### src/rtl/xint_pkg.sv
package xint_pkg;
   // Byte offsets decoded by software; kept fixed.
   localparam int OFS_MASK_SET = 'h00;
   localparam int OFS_MASK_CLR = 'h04;
   localparam int OFS_MASK_RD  = 'h08;
   localparam int OFS_STATUS   = 'h0C;
   localparam int OFS_STAT_CLR = 'h10;
   localparam int OFS_SENSE    = 'h14;
   localparam int OFS_EDGE_DIR = 'h18;
   localparam int OFS_LVL_POL  = 'h1C;
   localparam int OFS_NMI_CTL  = 'h24;
   localparam int BUS_W        = 32;
endpackage

### src/rtl/xint_sync.sv
module xint_sync #(
   parameter int NUM_LINES = 32,
   parameter int STAGES    = 2,
   parameter bit RST_VAL   = 1'b1
) (
   input  logic                 clk,
   input  logic                 rst_n,
   input  logic [NUM_LINES-1:0] async_i,
   output logic [NUM_LINES-1:0] sync_o
);
   logic [STAGES-1:0][NUM_LINES-1:0] chain_q;

   generate
      for (genvar s = 0; s < STAGES; s++) begin : g_stage
         always_ff @(posedge clk or negedge rst_n) begin
            if (!rst_n) begin
               chain_q[s] <= {NUM_LINES{RST_VAL}};
            end else if (s == 0) begin
               chain_q[s] <= async_i;
            end else begin
               chain_q[s] <= chain_q[(s > 0) ? s-1 : 0];
            end
         end
      end
   endgenerate

   assign sync_o = chain_q[STAGES-1];
endmodule

### src/rtl/xint_detect.sv
module xint_detect #(
   parameter int NUM_LINES = 32
) (
   input  logic                 clk,
   input  logic                 rst_n,
   input  logic [NUM_LINES-1:0] lvl_i,
   input  logic [NUM_LINES-1:0] sense_i,
   input  logic [NUM_LINES-1:0] edge_dir_i,
   input  logic [NUM_LINES-1:0] lvl_pol_i,
   output logic [NUM_LINES-1:0] evt_o
);
   logic [NUM_LINES-1:0] prev_q;

   always_ff @(posedge clk or negedge rst_n) begin
      if (!rst_n) prev_q <= '1;
      else        prev_q <= lvl_i;
   end

   generate
      for (genvar i = 0; i < NUM_LINES; i++) begin : g_line
         logic rise, fall, active;
         always_comb begin
            rise   = lvl_i[i] & ~prev_q[i];
            fall   = ~lvl_i[i] & prev_q[i];
            active = ~(lvl_i[i] ^ lvl_pol_i[i]);
            if (sense_i[i]) evt_o[i] = active;
            else            evt_o[i] = edge_dir_i[i] ? rise : fall;
         end
      end
   endgenerate
endmodule

### src/rtl/xint_regs.sv
module xint_regs
   import xint_pkg::*;
#(
   parameter int NUM_LINES = 32,
   parameter int ADDR_W    = 8
) (
   input  logic                 clk,
   input  logic                 rst_n,
   input  logic                 wr_en,
   input  logic [ADDR_W-1:0]    addr,
   input  logic [BUS_W-1:0]     wdata,
   input  logic [NUM_LINES-1:0] evt_i,
   output logic [BUS_W-1:0]     rdata,
   output logic [NUM_LINES-1:0] mask_q,
   output logic [NUM_LINES-1:0] status_q,
   output logic [NUM_LINES-1:0] sense_q,
   output logic [NUM_LINES-1:0] edge_dir_q,
   output logic [NUM_LINES-1:0] lvl_pol_q,
   output logic                 nmi_en_q
);
   logic [NUM_LINES-1:0] wd;
   logic                 hit_set, hit_mclr, hit_sclr, hit_sense, hit_edge, hit_pol, hit_nmi;
   logic [NUM_LINES-1:0] sclr_vec;

   assign wd        = wdata[NUM_LINES-1:0];
   assign hit_set   = wr_en && (addr == ADDR_W'(OFS_MASK_SET));
   assign hit_mclr  = wr_en && (addr == ADDR_W'(OFS_MASK_CLR));
   assign hit_sclr  = wr_en && (addr == ADDR_W'(OFS_STAT_CLR));
   assign hit_sense = wr_en && (addr == ADDR_W'(OFS_SENSE));
   assign hit_edge  = wr_en && (addr == ADDR_W'(OFS_EDGE_DIR));
   assign hit_pol   = wr_en && (addr == ADDR_W'(OFS_LVL_POL));
   assign hit_nmi   = wr_en && (addr == ADDR_W'(OFS_NMI_CTL));
   assign sclr_vec  = hit_sclr ? wd : '0;

   always_ff @(posedge clk or negedge rst_n) begin
      if (!rst_n) begin
         mask_q     <= '0;
         status_q   <= '0;
         sense_q    <= '1;
         edge_dir_q <= '0;
         lvl_pol_q  <= '0;
         nmi_en_q   <= 1'b0;
      end else begin
         if (hit_set)   mask_q <= mask_q | wd;
         else if (hit_mclr) mask_q <= mask_q & ~wd;
         if (hit_sense) sense_q    <= wd;
         if (hit_edge)  edge_dir_q <= wd;
         if (hit_pol)   lvl_pol_q  <= wd;
         if (hit_nmi)   nmi_en_q   <= wdata[0];
         // A fresh event outranks a clear in the same cycle.
         status_q <= evt_i | (status_q & ~sclr_vec);
      end
   end

   function automatic logic [BUS_W-1:0] widen(input logic [NUM_LINES-1:0] v);
      logic [BUS_W-1:0] r;
      r = '0;
      r[NUM_LINES-1:0] = v;
      return r;
   endfunction

   always_comb begin
      rdata = '0;
      if (addr == ADDR_W'(OFS_MASK_RD))       rdata = widen(mask_q);
      else if (addr == ADDR_W'(OFS_STATUS))   rdata = widen(status_q);
      else if (addr == ADDR_W'(OFS_SENSE))    rdata = widen(sense_q);
      else if (addr == ADDR_W'(OFS_EDGE_DIR)) rdata = widen(edge_dir_q);
      else if (addr == ADDR_W'(OFS_LVL_POL))  rdata = widen(lvl_pol_q);
      else if (addr == ADDR_W'(OFS_NMI_CTL))  rdata = {{(BUS_W-1){1'b0}}, nmi_en_q};
   end
endmodule

### src/rtl/xint_ctrl.sv
module xint_ctrl
   import xint_pkg::*;
#(
   parameter int NUM_LINES   = 32,
   parameter int ADDR_W      = 8,
   parameter int SYNC_STAGES = 2
) (
   input  logic                 clk,
   input  logic                 rst_n,
   input  logic [NUM_LINES-1:0] pins_i,
   input  logic                 wr_en,
   input  logic [ADDR_W-1:0]    addr,
   input  logic [BUS_W-1:0]     wdata,
   output logic [BUS_W-1:0]     rdata,
   output logic                 irq_o,
   output logic                 nmi_o
);
   generate
      if (NUM_LINES < 1 || NUM_LINES > BUS_W) begin : g_bad_lines
         $error("xint_ctrl: NUM_LINES must lie in 1..32");
      end
      if (ADDR_W < 6) begin : g_bad_addr
         $error("xint_ctrl: ADDR_W must reach offset 0x24");
      end
      if (SYNC_STAGES < 2) begin : g_bad_sync
         $error("xint_ctrl: SYNC_STAGES must be at least 2");
      end
   endgenerate

   logic [NUM_LINES-1:0] pin_sync, evt;
   logic [NUM_LINES-1:0] mask_q, status_q, sense_q, edge_dir_q, lvl_pol_q;
   logic                 nmi_en_q;

   xint_sync #(.NUM_LINES(NUM_LINES), .STAGES(SYNC_STAGES), .RST_VAL(1'b1)) u_sync (
      .clk(clk), .rst_n(rst_n), .async_i(pins_i), .sync_o(pin_sync)
   );

   xint_detect #(.NUM_LINES(NUM_LINES)) u_detect (
      .clk(clk), .rst_n(rst_n), .lvl_i(pin_sync), .sense_i(sense_q),
      .edge_dir_i(edge_dir_q), .lvl_pol_i(lvl_pol_q), .evt_o(evt)
   );

   xint_regs #(.NUM_LINES(NUM_LINES), .ADDR_W(ADDR_W)) u_regs (
      .clk(clk), .rst_n(rst_n), .wr_en(wr_en), .addr(addr), .wdata(wdata),
      .evt_i(evt), .rdata(rdata), .mask_q(mask_q), .status_q(status_q),
      .sense_q(sense_q), .edge_dir_q(edge_dir_q), .lvl_pol_q(lvl_pol_q),
      .nmi_en_q(nmi_en_q)
   );

   assign irq_o = |(status_q & mask_q);
   assign nmi_o = nmi_en_q & status_q[0];
endmodule

### config.mk
export PLATFORM = sky130hd
export DESIGN_NAME = xint_ctrl
export DESIGN_NICKNAME = d
export VERILOG_FILES = /design/src/rtl/xint_pkg.sv /design/src/rtl/xint_sync.sv /design/src/rtl/xint_detect.sv /design/src/rtl/xint_regs.sv /design/src/rtl/xint_ctrl.sv
export SDC_FILE = /design/constraint.sdc
export NUM_CORES = 1
export LEC_CHECK = 0
export CORE_MARGIN = 5
export CORE_UTILIZATION = 35
export CTS_BUF_LIST = sky130_fd_sc_hd__clkbuf_4 sky130_fd_sc_hd__clkbuf_8 sky130_fd_sc_hd__clkbuf_16
export DETAILED_ROUTE_END_ITERATION = 12
export PLACE_DENSITY = 0.57
export SYNTH_ARGS = -nofsm -noshare
export SYNTH_HDL_FRONTEND = slang
export SYNTH_SLANG_ARGS = --single-unit
### constraint.sdc
create_clock -name clk -period 5.1 [get_ports clk]
set_input_delay 0.51 -clock clk [delete_from_list [all_inputs] [get_ports clk]]
set_output_delay 0.51 -clock clk [all_outputs]
set_load 0.005 [all_outputs]
# [Word level (Yosys, flattened, before mapping)]
# Index checks and enable logic that the tools add are counted.
[op_classes] n_addsub=0 n_mul=0 div=0 magnitude_cmp=0 eq_ne=8 shifts=0 n_mux=73 bitwise_logic=200 reduce_logical=10
[ops] operator="$mux 32" count=8
[ops] operator="$and 32x32->32" count=3
[ops] operator="$not 1->1" count=96
[ops] operator="$and 1x1->1" count=65
[ops] operator="$mux 1" count=65
[ops] operator="$not 32->32" count=2
[ops] operator="$or 32x32->32" count=2
[ops] operator="$eq 8x5->1 const B" count=4
[ops] operator="$reduce_or 32->1" count=1
[ops] operator="$xor 1x1->1" count=32
[ops] operator="$eq 8x4->1 const B" count=2
[ops] operator="$eq 8x3->1 const B" count=1
[ops] operator="$eq 8x6->1 const B" count=1
[ops] operator="$logic_not 8->1" count=1
[ops] operator="$logic_and 1x1->1" count=7
[ops] operator="$reduce_bool 2->1" count=1
[totals] regBits=257 latch_bits=0 ramBits=0 romBits=0 inputBits=75 output_inout_bits=34 elab_cells=300 n_memories=0

# [Longest topological paths before layout]
# Gate-level depths: netlist (run 1).
[logic_depth] word_depth=7 mapped_depth=7

# [Modules after synthesis]
# A second synthesis (run 1) with hierarchy kept.
[hier_totals] hier_cells=950 hier_area_um2=11872.6
[modules_own_cells] module="xint_regs" instances=1 cells_per_inst=640 area_per_inst_um2=7618.6
[modules_own_cells] module="xint_detect" instances=1 cells_per_inst=192 area_per_inst_um2=2162.1
[modules_own_cells] module="xint_sync" instances=1 cells_per_inst=96 area_per_inst_um2=1921.8
[modules_own_cells] module="xint_ctrl" instances=1 cells_per_inst=22 area_per_inst_um2=170.2

# [Worst setup path after synthesis (run 1)]
# No wires, ideal clock.
[synth_timing] kind="input-to-output" from="in addr[5]" to="out rdata[21]" arrival_time_ps=1890 path_slack_ps=2700 cell_stages=6 n_path_buf=2 path_cell_list="or3_1 nand3b_1 or2_1 clkbuf_1 clkbuf_1 o21a_1"
[synth_via] elab_chain_len=6 word_cells_on_any_way=10
[synth_rtl] item="start, declared" line="xint_ctrl.sv:12" text="input logic [ADDR_W-1:0] addr,"
[synth_rtl] item="$eq 8x5->1" line="xint_regs.sv:68" text="else if (addr == ADDR_W'(OFS_LVL_POL)) rdata = widen(lvl_pol_q);"
[synth_rtl] item="$mux 32" line="xint_regs.sv:68"
[synth_rtl] item="$mux 32" line="xint_regs.sv:67" text="else if (addr == ADDR_W'(OFS_EDGE_DIR)) rdata = widen(edge_dir_q);"
[synth_rtl] item="$mux 32" line="xint_regs.sv:66" text="else if (addr == ADDR_W'(OFS_SENSE)) rdata = widen(sense_q);"
[synth_rtl] item="$mux 32" line="xint_regs.sv:65" text="else if (addr == ADDR_W'(OFS_STATUS)) rdata = widen(status_q);"
[synth_rtl] item="$mux 32 (*)" line="xint_regs.sv:64" text="if (addr == ADDR_W'(OFS_MASK_RD)) rdata = widen(mask_q);"
[synth_rtl] item="end, declared" line="xint_ctrl.sv:14" text="output logic [BUS_W-1:0] rdata,"
# Every way passes the cells marked *; elsewhere a longest branch is shown, timed or not.

# [Worst setup path after layout (run 1)]
[layout_timing] from="in addr[5]" to="out rdata[30]"
# Same word-level chain as after synthesis.

==> results.txt, run 1 <==
R2R Setup Slk = 3860 ps
Cells after Synth = 953
Layout Cell Area excl Fill = 14100 um^2
multiplexer share of the synthesized area = 15.5%
VDD IR max = 0.209 mV
port bufs = 108
remaining antenna violation count after routing = 0
crit-path most repeated cell = clkdlybuf4s50_1
most common cell after layout, fill and taps aside = dfrtp_1
Fmax achieved = 266 MHz
fraction of registers with async set/reset = 100%
number of enable flip-flop cells after synthesis = 0
multi-input logic area = 4440 um^2
clk_lat worst skew = 550 ps
Die ar. = 36400 um^2
routed length per placed instance = 19.8 um
Tot GR Track Use = 16.7%
DR iter-0 viols = 486
core outline area = 32500 um^2
FF-to-FF Start = u_regs.sense_q[21]
Reg2Reg Depth = 4
Startpoint Class = input port
DRC = 0
Crit path arrival time = 3240 ps
share of layout cells above drive strength 1 = 24.6%
Synth Cell Area = 11400 um^2
total wire length = 30.3 mm
main combinational cell family by area after synthesis = multiplexers
status = finished, final reports clean
Sink Count = 257
endpoints failing setup = 0
Starting Density = 35.3%
crit path time final = 3750 ps
syn_nets = 1028
I/O Pins = 109
Longest Clk Path Bufs = 3
RSZ-0062 raised after global routing = no
initial antenna violation count = 1
grt total ovfl = 0
Via density = 5.10
clock skew = 18.8 ps
syn_area_per_cell = 12.0 um^2
placed cells = 1476
Register Area = 6590 um^2
Pleak = 5.79 nW
Max transition margin = 38.7%
first-pass GRT wire length = 48.0 mm
nets = 1140
reg2reg end = u_regs.status_q[21]
Chip Height = 191 um
vias in the first global route = 8115
Synth area leaders = dfstp_2 (29%), dfrtp_1 (28%), mux2_1 (6.5%)
crit path cell chain = clkdlybuf4s50_1, or3_1, nand3b_1, or2_1, buf_4, o32ai_1, clkdlybuf4s50_1
Netlist cell types = 37
post-synthesis compound-gate area fraction = 14.3%
GPL Wtd Cong = 0.741
fill cell count = 3020
CTS root buf = clkbuf_16
Tightest Hold Check Type = input port to asynchronous set/reset pin
Die X-Extent = 191 um
Hold Fails Final Rpt = 0
Adder-Cell Fraction of Synth Area = 0%
Row Count = 66
First-pass DRT Iterations = 5
Post-Synth XOR/XNOR Area = 0%
max-slew violations = 0
CP max stage cell = clkdlybuf4s50_1
CP required = 4590 ps
Worst Max-Slew Pin Slew = 920 ps
Post-CTS Hold Buffers = 0
register area share after synthesis = 57.6%
CTS H-tree lvls = 1
Simple-Gate Fraction of Synth Area = 8.73%
#FFs+latches synth = 257
Crit. End Element = output pin
Final Power = 4.65 mW
maxcap violations = 0
detailed placement HPWL = 19.4 mm
CTS tree = yes
post-route setup TNS = 0 ps
ys flop type = dfrtp_1
synth warn = 0
post-CTS setup buffers = 0
Hold WS = 2.63 ps
Via Count = 7810
Clock transition at path regs = 60 ps
most frequent cells in the layout = dfrtp_1 (129), dfstp_2 (128), clkdlybuf4s50_1 (106)
area leader, netlist = dfstp_2
CP max stage delay = 550 ps
post-cts gate resize count = 0
CP Max Fanout = 19
pwr dens = 331 nW/um^2
DP Area = 13100 um^2
Area Growth Syn to Fin = 22.7%
Final Non-Filler Cells = 1531
largest net degree at the start of global routing = 111
Final Cycle Share = 73.6%
Yosys top cell area share = 29.4%
CP Class = input port to output pin
TritonCTS Buffers = 29
## synthesized netlist by cell type (31+ instances only)
cell type    n
mux2_2      62
dfrtp_1    129
nand2_1     67
o22ai_1     31
mux2i_1     33
nor2_1      35
a21oi_1     66
dfstp_2    128
mux2_1      66
a221oi_1    32
inv_1       65
a22oi_1     46
nor3b_1     32
a21o_1      32
## stage by stage
stage / utilization, % / worst slack (ps)
2_1_floorplan: - / 2700
3_3_place_gp: 40.3 / 1360
3_5_place_dp: 40.3 / 1320
4_1_cts: 43.3 / 1310
5_1_grt: 43.3 / 1220
6_report: 43.3 / 1350
## worst max path at each step
stage	from	end	slack (ps)	cells after the start
final	addr[5]	rdata[30]	1350	7
after global routing	addr[5]	rdata[30]	1220	7
after floorplan	addr[5]	rdata[21]	2700	6
after CTS	addr[5]	rdata[30]	1310	7
after detailed placement	addr[5]	rdata[30]	1320	7
after global placement	addr[5]	rdata[30]	1360	7
## power by group
group          internal [mW]  leakage, nW  switching, mW
Clock                   1.30        0.502          0.817
Sequential              2.17         2.81         0.0824
Combinational          0.141         2.48          0.145
## area by class of cell
class,count,area share (%)
Antenna cell,1,0.0178
Clock buffer,47,6.35
Clock inverter,7,0.659
Inverter,65,1.74
Multi-Input combinational cell,587,31.6
Sequential cell,257,46.9
Tap cell,442,3.94
Timing Repair Buffer,125,8.80
## worst max-delay path, delay by kind of cell
family	cells	cell delay, ps
AOI/OAI and AO/OA	1	160
buffers and inverters	3	1340
and+or+nand+nor	3	1220
## cell families (layout without fill, tap and decap cells)
kind of cell,count (synthesis),count (layout)
flip-flops,257,257
AO/OA/AOI/OAI,240,240
AND/OR/NAND/NOR,186,186
multiplexers,161,161
buffers and inverters,109,244
other,0,1
## per-layer routing
layer / GRT usage, % / wire length, um / vias to the layer above
li1: - / - / 3660
met1: 23.9 / 14500 / 3943
met2: 27.0 / 14000 / 174
met3: 2.86 / 1360 / 33
met5: 0 / 0 / -
met4: 3.29 / 484 / 0
Note: power is estimated with default switching activity, not from simulation.
==> run 2, diff against run 1 <==
PLACE_DENSITY = 0.59   (was 0.57)
clock period = 3.2 ns   (was 5.1 ns; I/O delays follow)
==> results.txt, run 2 (synthesized netlist as in run 1, its figures left out) <==
Worst Max-Slew Pin Slew = 630 ps (was 920 ps)
Chip Height = 191 um (unchanged)
Longest Clk Path Bufs = 3 (unchanged)
CTS root buf = clkbuf_16 (unchanged)
I/O Pins = 109 (unchanged)
max-slew violations = 0 (unchanged)
CTS tree = yes (unchanged)
share of layout cells above drive strength 1 = 25.0% (was 24.6%)
pwr dens = 519 nW/um^2 (was 331 nW/um^2)
First-pass DRT Iterations = 5 (unchanged)
Crit. End Element = output pin (unchanged)
crit-path most repeated cell = clkdlybuf4s50_1 (unchanged)
GPL Wtd Cong = 0.782 (was 0.741)
Row Count = 66 (unchanged)
CP max stage cell = clkdlybuf4s50_1 (unchanged)
Via Count = 7879 (was 7810)
clk_lat worst skew = 550 ps (about the same)
Sink Count = 257 (unchanged)
Pleak = 5.83 nW (was 5.79 nW)
final setup margin = 245 ps (was 1350 ps)
RSZ-0062 raised after global routing = no (unchanged)
CP Class = input port to output pin (unchanged)
Max transition margin = 58.0% (was 38.7%)
most common cell after layout, fill and taps aside = dfrtp_1 (unchanged)
CTS H-tree lvls = 1 (unchanged)
reg2reg end = u_regs.status_q[26] (was u_regs.status_q[21])
R2R Setup Slk = 1930 ps (was 3860 ps)
Startpoint Class = input port (unchanged)
crit path time final = 2950 ps
DR iter-0 viols = 529 (was 486)
Crit path arrival time = 2630 ps (was 3240 ps)
post-CTS setup buffers = 0 (unchanged)
largest net degree at the start of global routing = 79 (was 111)
post-cts gate resize count = 0 (unchanged)
Hold Fails Final Rpt = 0 (unchanged)
Fmax achieved = 338 MHz
Tot GR Track Use = 16.4% (was 16.7%)
clock skew = 15.8 ps (was 18.8 ps)
endpoints failing setup = 0 (unchanged)
FF-to-FF Start = u_regs.sense_q[26] (was u_regs.sense_q[21])
remaining antenna violation count after routing = 0 (unchanged)
vias in the first global route = 7924 (was 8115)
nets = 1146 (was 1140)
VDD IR max = 0.461 mV (was 0.209 mV)
total wire length = 30.2 mm (was 30.3 mm)
most frequent cells in the layout = dfrtp_1 (129), dfstp_2 (128), clkdlybuf4s50_1 (106) (unchanged)
TritonCTS Buffers = 29 (unchanged)
Starting Density = 35.3% (unchanged)
Clock transition at path regs = 60 ps (about the same)
Via density = 5.13 (was 5.10)
CP required = 2880 ps (was 4590 ps)
Reg2Reg Depth = 4 (unchanged)
crit path cell chain = clkdlybuf4s50_1, nor3b_4, nand3b_1, buf_4, o22ai_1, o21a_1, clkdlybuf4s50_1 (was clkdlybuf4s50_1, or3_1, nand3b_1, or2_1, buf_4, o32ai_1, clkdlybuf4s50_1)
Place WS = 285 ps (was 1320 ps)
status = finished, final reports clean (unchanged)
Area Growth Syn to Fin = 23.7% (was 22.7%)
detailed placement HPWL = 19.2 mm (was 19.4 mm)
initial antenna violation count = 0 (was 1)
post-route setup TNS = 0 ps (unchanged)
CP Max Fanout = 20 (was 19)
Tightest Hold Check Type = input port to register (was input port to asynchronous set/reset pin)
routed length per placed instance = 19.7 um (was 19.8 um)
DRC = 0 (unchanged)
ANT cells = 0 (was 1)
maxcap violations = 0 (unchanged)
core outline area = 32500 um^2 (unchanged)
hold path cells = 2
Die X-Extent = 191 um (unchanged)
first-pass GRT wire length = 46.9 mm (was 48.0 mm)
Final Cycle Share = 92.3%
port bufs = 108 (unchanged)
CP max stage delay = 530 ps (was 550 ps)
grt total ovfl = 0 (unchanged)
hold_sp = addr[2]
Die ar. = 36400 um^2 (unchanged)
## run 2: cell types whose count changed in the layout (fill, tap and decap cells not counted)
cell / before / now
buf_12: 2 / 9
buf_4: 16 / 14
bufinv_16: 2 / 1
clkbuf_4: 13 / 12
clkbuf_8: 5 / 6
clkinv_2: 3 / 4
diode_2: 1 / 0
dlygate4sd3_1: 0 / 1
## run 2: layout make-up
class | instances | area [um^2]
Timing Repair Buffer | 131 | 1370
Tap cell | 442 | 553
Clock inverter | 7 | 67.6
Fill cell | 3032 | 18300
Multi-Input combinational cell | 587 | 4440
Inverter | 65 | 244
Clock buffer | 47 | 898
Sequential cell | 257 | 6590
## run 2: what timing repair did
action | CTS | global route
hold buffers | 1 | 0
setup endpoints to repair | 0 | 0
hold endpoints to repair | 28 | 0
## run 2: critical path: cells and delay by family
kind / cells / cell delay (ps)
simple gates: 2 / 540
compound gates: 2 / 470
buf+inv: 3 / 1290
## run 2: power by group
group          switching (mW)  internal, mW  leakage (nW)
logic                   0.235         0.237          2.53
clock network            1.29          2.00         0.494
registers               0.130          3.46          2.81
total                    1.66          5.69          5.83
## run 2: worst max path at each step
stage / depth (start not counted) / from / slack (ps) / to
5_1_grt: 7 / addr[1] / 110 / rdata[22]
2_1_floorplan: 6 / addr[5] / 1180 / rdata[21]
3_5_place_dp: 6 / addr[1] / 290 / rdata[30]
6_report: 7 / addr[1] / 250 / rdata[22]
3_3_place_gp: 7 / addr[5] / 300 / rdata[22]
4_1_cts: 4 / register / 250 / irq_o
## run 2: per-stage QoR
step	hold WS [ps]	total power, mW	std cells	utilization, %	instance area [um^2]
floorplan	24.4	3.81	953	-	11400
global placement	312	4.10	1481	40.6	13200
detailed placement	316	4.12	1481	40.6	13200
CTS	102	7.47	1536	43.6	14200
global route	128	7.66	1536	43.6	14200
finish	119	7.35	1536	43.6	14200
## run 2: per-layer routing
metal	share of wire [%]	vias to the layer above	wire length, um	track usage [%]
met1	47	3973	14100	23.6
li1	-	3674	-	-
met4	1.9	0	575	3.70
met5	0	-	0	0
met3	4.6	43	1380	2.44
met2	47	189	14200	26.2
